$ cat src/rtl/rsup_pkg.sv
package rsup_pkg;
  // Convert a duration to clock cycles from the clock rate in kHz.
  function automatic int unsigned ms_to_cyc(int unsigned clk_khz, int unsigned ms);
    return clk_khz * ms;
  endfunction

  function automatic int unsigned us_to_cyc(int unsigned clk_khz, int unsigned us);
    return (clk_khz * us) / 1000;
  endfunction

  // Width of a counter that must hold the value n.
  function automatic int unsigned cnt_width(int unsigned n);
    return (n < 2) ? 1 : $clog2(n + 1);
  endfunction
endpackage

$ cat src/rtl/rsup_sync2.sv
module rsup_sync2 #(
  parameter int unsigned STAGES = 2,
  parameter logic        IDLE   = 1'b1
) (
  input  logic clk,
  input  logic arst_n,
  input  logic d,
  output logic q
);
  logic [STAGES-1:0] chain;

  generate
    for (genvar i = 0; i < STAGES; i++) begin : g_stage
      always_ff @(posedge clk or negedge arst_n) begin
        if (!arst_n) chain[i] <= IDLE;
        else if (i == 0) chain[i] <= d;
        else chain[i] <= chain[(i == 0) ? 0 : i - 1];
      end
    end
  endgenerate

  assign q = chain[STAGES-1];
endmodule

$ cat src/rtl/rsup_press_class.sv
module rsup_press_class
  import rsup_pkg::*;
#(
  parameter int unsigned LONG_CYC = 40
) (
  input  logic clk,
  input  logic arst_n,
  input  logic pressed,     // synchronized, active high
  input  logic sup_bad,
  output logic long_hold,   // long press in force
  output logic short_rel    // released after a short press (event)
);
  localparam int unsigned CW = cnt_width(LONG_CYC);
  localparam logic [CW-1:0] LAST = CW'(LONG_CYC - 1);

  logic [CW-1:0] len_q;
  logic          long_q;

  always_ff @(posedge clk or negedge arst_n) begin
    if (!arst_n) begin
      len_q  <= '0;
      long_q <= 1'b0;
    end else if (sup_bad || !pressed) begin
      len_q  <= '0;
      long_q <= 1'b0;
    end else begin
      if (len_q == LAST) long_q <= 1'b1;
      else len_q <= len_q + 1'b1;
    end
  end

  assign long_hold = long_q;
  assign short_rel = !pressed && !sup_bad && (len_q != '0) && !long_q;

  // a bad supply leaves no press state behind
  a_r9_fault_clears_press: assert property (@(posedge clk) disable iff (!arst_n)
    sup_bad |=> (len_q == '0) && !long_q);
  // a release after a long press never counts as short
  a_r6_long_not_short: assert property (@(posedge clk) disable iff (!arst_n)
    $fell(long_q) |-> !$past(short_rel));
endmodule

$ cat src/rtl/rsup_stretch.sv
module rsup_stretch
  import rsup_pkg::*;
#(
  parameter int unsigned STRETCH_CYC = 16
) (
  input  logic clk,
  input  logic arst_n,
  input  logic hold,
  output logic active
);
  localparam int unsigned CW = cnt_width(STRETCH_CYC);
  localparam logic [CW-1:0] DONE = CW'(STRETCH_CYC);

  logic [CW-1:0] run_q;
  logic          done;

  always_ff @(posedge clk or negedge arst_n) begin
    if (!arst_n)       run_q <= '0;
    else if (hold)     run_q <= '0;
    else if (!done)    run_q <= run_q + 1'b1;
  end

  assign done   = (run_q == DONE);
  assign active = hold || !done;

  // release only after the full count with no hold
  a_r2_release_after_count: assert property (@(posedge clk) disable iff (!arst_n)
    $fell(active) |-> ($past(run_q) == CW'(STRETCH_CYC - 1)) && !$past(hold));
  // any hold restarts the count
  a_r8_hold_restarts: assert property (@(posedge clk) disable iff (!arst_n)
    hold |=> (run_q == '0));
endmodule

$ cat src/rtl/rsup_soft_pulse.sv
module rsup_soft_pulse
  import rsup_pkg::*;
#(
  parameter int unsigned PULSE_CYC = 6
) (
  input  logic clk,
  input  logic arst_n,
  input  logic fire,
  input  logic cancel,
  output logic active
);
  localparam int unsigned CW = cnt_width(PULSE_CYC);

  logic [CW-1:0] left_q;

  always_ff @(posedge clk or negedge arst_n) begin
    if (!arst_n)              left_q <= '0;
    else if (cancel)          left_q <= '0;
    else if (fire)            left_q <= CW'(PULSE_CYC);
    else if (left_q != '0)    left_q <= left_q - 1'b1;
  end

  assign active = (left_q != '0) && !cancel;

  // a pulse begins with a full load
  a_r4_full_load: assert property (@(posedge clk) disable iff (!arst_n)
    (fire && !cancel) |=> (left_q == CW'(PULSE_CYC)));
endmodule

$ cat src/rtl/rst_supervisor.sv
module rst_supervisor
  import rsup_pkg::*;
#(
  parameter int unsigned NUM_SUP     = 3,
  parameter int unsigned CLK_KHZ     = 125000,
  parameter int unsigned LONG_CYC    = ms_to_cyc(CLK_KHZ, 2000),
  parameter int unsigned STRETCH_CYC = ms_to_cyc(CLK_KHZ, 200),
  parameter int unsigned PULSE_CYC   = us_to_cyc(CLK_KHZ, 100)
) (
  input  logic               clk,
  input  logic               arst_n,
  input  logic [NUM_SUP-1:0] sup_ok,
  input  logic               btn_n,
  output logic               hrst_n,
  output logic               hrst,
  output logic               srst_n
);
  logic btn_s;
  logic pressed;
  logic sup_bad;
  logic long_hold;
  logic short_rel;
  logic hard_hold;
  logic hard_act;
  logic soft_act;

  assign sup_bad = !(&sup_ok);

  rsup_sync2 #(.STAGES(2), .IDLE(1'b1)) u_sync (
    .clk(clk), .arst_n(arst_n), .d(btn_n), .q(btn_s)
  );
  assign pressed = !btn_s;

  rsup_press_class #(.LONG_CYC(LONG_CYC)) u_press (
    .clk(clk), .arst_n(arst_n), .pressed(pressed), .sup_bad(sup_bad),
    .long_hold(long_hold), .short_rel(short_rel)
  );

  assign hard_hold = sup_bad || long_hold;

  rsup_stretch #(.STRETCH_CYC(STRETCH_CYC)) u_stretch (
    .clk(clk), .arst_n(arst_n), .hold(hard_hold), .active(hard_act)
  );

  rsup_soft_pulse #(.PULSE_CYC(PULSE_CYC)) u_soft (
    .clk(clk), .arst_n(arst_n), .fire(short_rel), .cancel(sup_bad),
    .active(soft_act)
  );

  assign hrst_n = !hard_act;
  assign hrst   = hard_act;
  assign srst_n = !soft_act;

  // a bad supply always shows as a hard reset
  a_r1_fault_resets: assert property (@(posedge clk) disable iff (!arst_n)
    sup_bad |-> !hrst_n);
  // the two hard reset outputs are complementary
  a_r5_complement: assert property (@(posedge clk) disable iff (!arst_n)
    hrst == !hrst_n);
  // a bad supply silences the soft pulse
  a_r7_fault_kills_soft: assert property (@(posedge clk) disable iff (!arst_n)
    sup_bad |-> srst_n);
  // a long press holds the hard reset
  a_r3_long_holds: assert property (@(posedge clk) disable iff (!arst_n)
    long_hold |-> !hrst_n);
endmodule

$ cat config.mk
export PLATFORM = sky130hd
export DESIGN_NAME = rst_supervisor
export DESIGN_NICKNAME = d
export VERILOG_FILES = /design/src/rtl/rsup_pkg.sv /design/src/rtl/rsup_sync2.sv /design/src/rtl/rsup_press_class.sv /design/src/rtl/rsup_stretch.sv /design/src/rtl/rsup_soft_pulse.sv /design/src/rtl/rst_supervisor.sv
export SDC_FILE = /design/constraint.sdc
export NUM_CORES = 1
export LEC_CHECK = 0
export BUFFER_PORTS_ARGS = -buffer_cell sky130_fd_sc_hd__buf_2
export CAP_MARGIN = 40
export CORE_MARGIN = 1.5
export CORE_UTILIZATION = 45
export DETAILED_ROUTE_END_ITERATION = 7
export PLACE_DENSITY_LB_ADDON = 0.12
export REMOVE_ABC_BUFFERS = 1
export SYNTH_ARGS = -nofsm -noshare
export SYNTH_HDL_FRONTEND = slang
export SYNTH_HIERARCHICAL = 1
export SYNTH_SLANG_ARGS = --single-unit
$ cat constraint.sdc
create_clock -name clk -period 3.7 [get_ports clk]
set_input_delay 0.185 -clock clk [delete_from_list [all_inputs] [get_ports clk]]
set_output_delay 0.185 -clock clk [all_outputs]
set_load 0.005 [all_outputs]
# == Word-level counts from Yosys, hierarchy flattened ==
# Cells that the tools add are included.
# classes
eq_ne,5
n_lt_le_gt_ge,0
add_sub_neg,3
div_mod_pow,0
multipliers,0
bitwise,0
shifts,0
muxes,9
reduce_logical,16
# ops
op,n
two-way mux 28 bit,2
two-way mux 25 bit,2
two-way mux 14 bit,3
adder 28 x 1 -> 28 bit (second input constant),1
== test 28 bit (second input constant),1
nonzero test 28 bit,1
adder 25 x 1 -> 25 bit (second input constant),1
== test 25 bit (second input constant),1
nonzero test 14 bit,1
subtractor 14 x 1 -> 14 bit (second input constant),1
logical NOT 1 bit,5
logical AND 1 bit,4
!= test 2 x 1 -> 1 bit (second input constant),2
logical OR 1 bit,3
!= test 3 x 2 -> 1 bit (second input constant),1
AND reduction 3 bit,1
two-way mux 1 bit,2
nonzero test 2 bit,1
# word_totals
word_cells,39
ramBits,0
rom_bits,0
output_inout_bits,3
latch_bits,0
input_bits,6
regBits,70
memories,0

# == Longest topological paths before layout ==
# logic_depth
word_depth,6
mapped_depth,9
ltp_nobuf,9

# == Modules after synthesis ==
# Netlist, hierarchy kept.
# by_module_without_submodules
module,seq_area_each_um2,cells_each,area_each_um2,n_inst
rsup_press_class,725.7,172,1564.0,1
rsup_stretch,625.6,157,1458.9,1
rsup_soft_pulse,350.3,89,827.0,1
rsup_sync2,52.6,2,52.6,1
rst_supervisor,0.0,5,25.0,1

# == Worst setup path before layout ==
# Ideal clock, no wire load.
# synth_path
path_type,register to register
startpoint,register u_press.len_q[0]
endpoint,register u_soft.left_q[3]
t_required_ns,3.635
setup_ns,0.065
t_arrival_ns,2.136
setup_slack_ns,1.499
period_less_slack_ns,2.201
path_buffers,1
stages_incl_launch_ff,10
path_cell_list,dfrtp_1 inv_1 ha_1 or4b_2 nor3_1 nor4_1 or2_2 clkbuf_1 nor2_1 a31o_2
# synth_via
elab_chain_len,5
elab_cells_between_ends,6
classes_between,eq/ne (1); mux (2); reduce/logical (3)
# synth_rtl
item,line,text
start: declaration,rsup_press_class.sv:16,logic [CW-1:0] len_q;
start signal: assignment,rsup_press_class.sv:28,else len_q <= len_q + 1'b1;
nonzero test 28 bit (*),rsup_press_class.sv:33,assign short_rel = !pressed && !sup_bad && (len_q != '0) && !long_q;
logical AND 1 bit (*) (2 in a row),rsup_press_class.sv:33,
named net short_rel,rst_supervisor.sv:22,logic short_rel;
two-way mux 14 bit,rsup_soft_pulse.sv:19,else if (fire) left_q <= CW'(PULSE_CYC);
two-way mux 14 bit,rsup_soft_pulse.sv:18,else if (cancel) left_q <= '0;
end signal: assignment,rsup_soft_pulse.sv:19,
end signal: assignment,rsup_soft_pulse.sv:20,else if (left_q != '0) left_q <= left_q - 1'b1;
end: declaration,rsup_soft_pulse.sv:14,logic [CW-1:0] left_q;
# The timed path passes the listed nets; every way through them passes the cells marked *.
# A chain may end at the register's enable or synchronous reset.

# == Worst setup path after layout ==
# Same ends and word-level chain as after synthesis.

==> impl_results.md <==
* Crit Path Class: reg -> reg
* IO Pins at 9
* Die ar. at roughly 9300 um2
* CTS Buffer Depth at 2
* Grt total ovfl at 0
* Core Util, Final at between 50% and 60%
* Final Cell Area at 4290 um2
* Worst hold start: u_sync/chain[0]
* Leakage power at about 1.7 nW
* Via density at approximately 5.8
* Clock transition at path regs at ~0.080 ns
* Synth Cell Area at 3930 um2
* Required time worst endpoint at 3.99 ns
* Skew-Pair Late Insertion Delay at 0.34 ns
* DRT Pass-1 Iters at 4
* Starting Density at between 40% and 50%
* Total CTS buffers at 9
* Final Skew at 0.0111 ns
* Worst Path Max Fanout at 8
* Peak VDD IR at 335 uV
* Avg Inst Size Synth at between 9 and 10 um2
* Share of layout cells above drive strength 1 at between 10% and 20%
* Yosys reg bits at 70
* 1st-iter DRT viols at between 150 and 200
* EDFF count, synth at 0
* Seq/Total Area, Yosys at ~45%
* DRC errors left at 0
* Critical Path Start Type: flip-flop
* Cell Chain, Critical Path: inv_1, ha_1, or4b_2, nor3_1, nor4_1, clkbuf_2, or2_2, nor2_1, a31o_2
* CTS Root Cell: clkbuf_8
* Top_reg_cell synth: dfrtp_1
* Wirelength, routed at 8400 um
* Pwr Total at 2.66 mW
* Number of port buffers at 8
* First-pass GRT wire length at approximately 14,000 um
* Placement Rows at 33
* Crit path from: u_press/len_q[0]
* CTS tree: done
* Fin crit period at 2.40 ns
* Largest net degree at the start of global routing at between 40 and 50
* CP max stage delay at 0.58 ns
* Synth cell types at 53
* Max-slew violation count at 0
* Post-CTS Setup Inserts at 0
* Nets at roughly 450
* Post-route ant nets at 0
* H-Tree Depth at 3
* Finish-stage setup viols at 0
* CP max-delay cell: or4b_2
* Die X at roughly 96 um
* Post-DP HPWL at approximately 5800 um
* CORE AREA at about 8300 um2
* Worst Hold Class: reg -> reg
* Cells after Synth at approximately 430
* Final period util at between 60% and 70%
* Worst flop-to-flop path startpoint: u_press/len_q[0]
* Vias at around 3,200
* Tot GR Track Use at around 20%
* Maxcap violations at 0
* Initial antenna violation count at 0
* Status: finished clean
* Critical Path AT at ~2.7 ns
* Fin. Hold Viols at 0
* Worst-margin pin slew at approximately 0.7 ns
* Placer Congestion at between 0.8 and 0.9
* Setup TNS Final at 0 ns
* Synth async-reset ratio at 100%
* Slew HR at about 52%
* Pwr dens at a little over 600 nW/um2
* CTS Sinks at 70
* Ant diodes at 0
* CP Capture Type: flip-flop
* Fmax at 417 MHz
* Unrepaired setup endpoints after global routing: no
* Chip height at approximately 96 um
* Synthesis-to-layout area growth at 9.24%
* Ys Warns at 6
* Placed cell area at ~4000 um2
* WL/cell at 15.4 um
* Via count of the first global-routing pass at 3,034
-- layer usage --
metal,GRT usage [%],up-vias,share of wire [%]
li1,-,1553,-
met1,29.4,1551,51
met2,30.5,44,46
met3,3.13,6,2.3
met4,7.25,0,1.0
met5,0,-,0
-- cell type report --
type / count / area (um2)
Clock inverter: 6 / 85.1
Fill cell: 806 / 4050
Clock buffer: 10 / 138
Inverter: 18 / 67.6
Timing Repair Buffer: 15 / 108
Tap cell: 105 / 131
Sequential cell: 70 / 1750
Multi-Input combinational cell: 321 / 2010
-- per-stage QoR --
stage	instances	hold WS (ns)	worst slack, ns
after floorplan	409	-0.111	1.58
after global placement	526	0.281	1.40
after detailed placement	526	0.276	1.33
after CTS	544	0.348	1.31
after global routing	545	0.365	1.17
final	545	0.356	1.30
-- critical path: cells and delay by family, from the launching register on --
family,cells,cell delay (ns)
AOI/OAI and AO/OA,1,0.15
adders and majority gates,1,0.15
DFF,1,0.40
buffers and inverters,2,0.27
and+or+nand+nor,5,1.38
-- synthesized netlist by cell type (all sizes together) (2+ instances only) --
cell	count	area [um2]
xnor2	9	78.8
nand4b	2	17.5
clkbuf	8	33.8
nand2	30	113
and3	4	27.5
a211oi	2	15.0
ha	5	62.6
nor3b	4	30.0
or4	12	97.6
dfrtp	68	1700
nand3	22	110
nor4b	3	26.3
mux2i	4	40.0
nand4	24	178
and2	3	18.8
a21oi	24	120
o21ai	14	70.1
a31oi	3	18.8
inv	18	67.6
nor2	59	231
or4b	5	53.8
nor4	15	124
nor2b	2	12.5
dfstp	2	52.6
nor3	18	100
or3	9	60.1
nand2b	4	25.0
o31ai	7	52.6
buf	7	52.5
xor2	25	219
and4	5	46.3
-- worst paths after layout --
path                                  endpoint  cells after the start  slack (ns)
max                           u_soft/left_q[3]                      9        1.30
min                                   u_sync/q                      0        0.36
max reg2reg                   u_soft/left_q[3]                      9        1.30
min reg2reg                           u_sync/q                      0        0.36
max in group asynchronous      u_sync/chain[0]                      3        2.55
min in group asynchronous  u_stretch/run_q[13]                      2        0.42
-- kinds of logic (layout without fill, tap and decap cells) --
kind of cell               after synthesis  count (layout)  synth area share, %
DFF                                     70              70                 44.7
muxes                                    4               4                 1.02
adders and majority gates                5               5                 1.59
buffers and inverters                   34              49                 4.24
AOI/OAI and AO/OA                       55              55                 8.19
and+or+nand+nor                        223             223                 32.7
xor gates and xnor gates                34              34                 7.58
-- power by group --
group,internal (mW),switching [mW],leakage [nW],total [mW]
registers,0.822,0.0808,0.969,0.903
logic,0.449,0.616,0.626,1.07
clock network,0.396,0.296,0.108,0.691
total,1.67,0.993,1.70,2.66
-- cell usage in the layout (no fill, tap or decap), drive strengths merged, types with 3 or more instances in the layout --
master / instances
a31oi: 3
nor3: 18
and2: 3
and3: 4
nand3: 22
nor4b: 3
or4b: 5
nand4: 24
inv: 18
xnor2: 9
buf: 12
and4: 5
nor3b: 4
nand2b: 4
or3: 9
mux2i: 4
nor2: 59
o21ai: 14
ha: 5
nand2: 30
or4: 12
dfrtp: 68
o31ai: 7
xor2: 25
clkbuf: 11
a21oi: 24
nor4: 15
-- registers in the layout, summed over array words and instances (netlist names) --
name               flops
u_press/long_hold      1
u_soft/left_q         14
u_sync/q               1
u_stretch/run_q       25
u_sync/chain           1
u_press/len_q         28
-- what timing repair did --
action                                 4_1_cts  5_1_grt
hold buffers                                 2        0
endpoints found under the hold margin       30        0
resized for setup                            0        0
(Power assumes the default switching activity.)
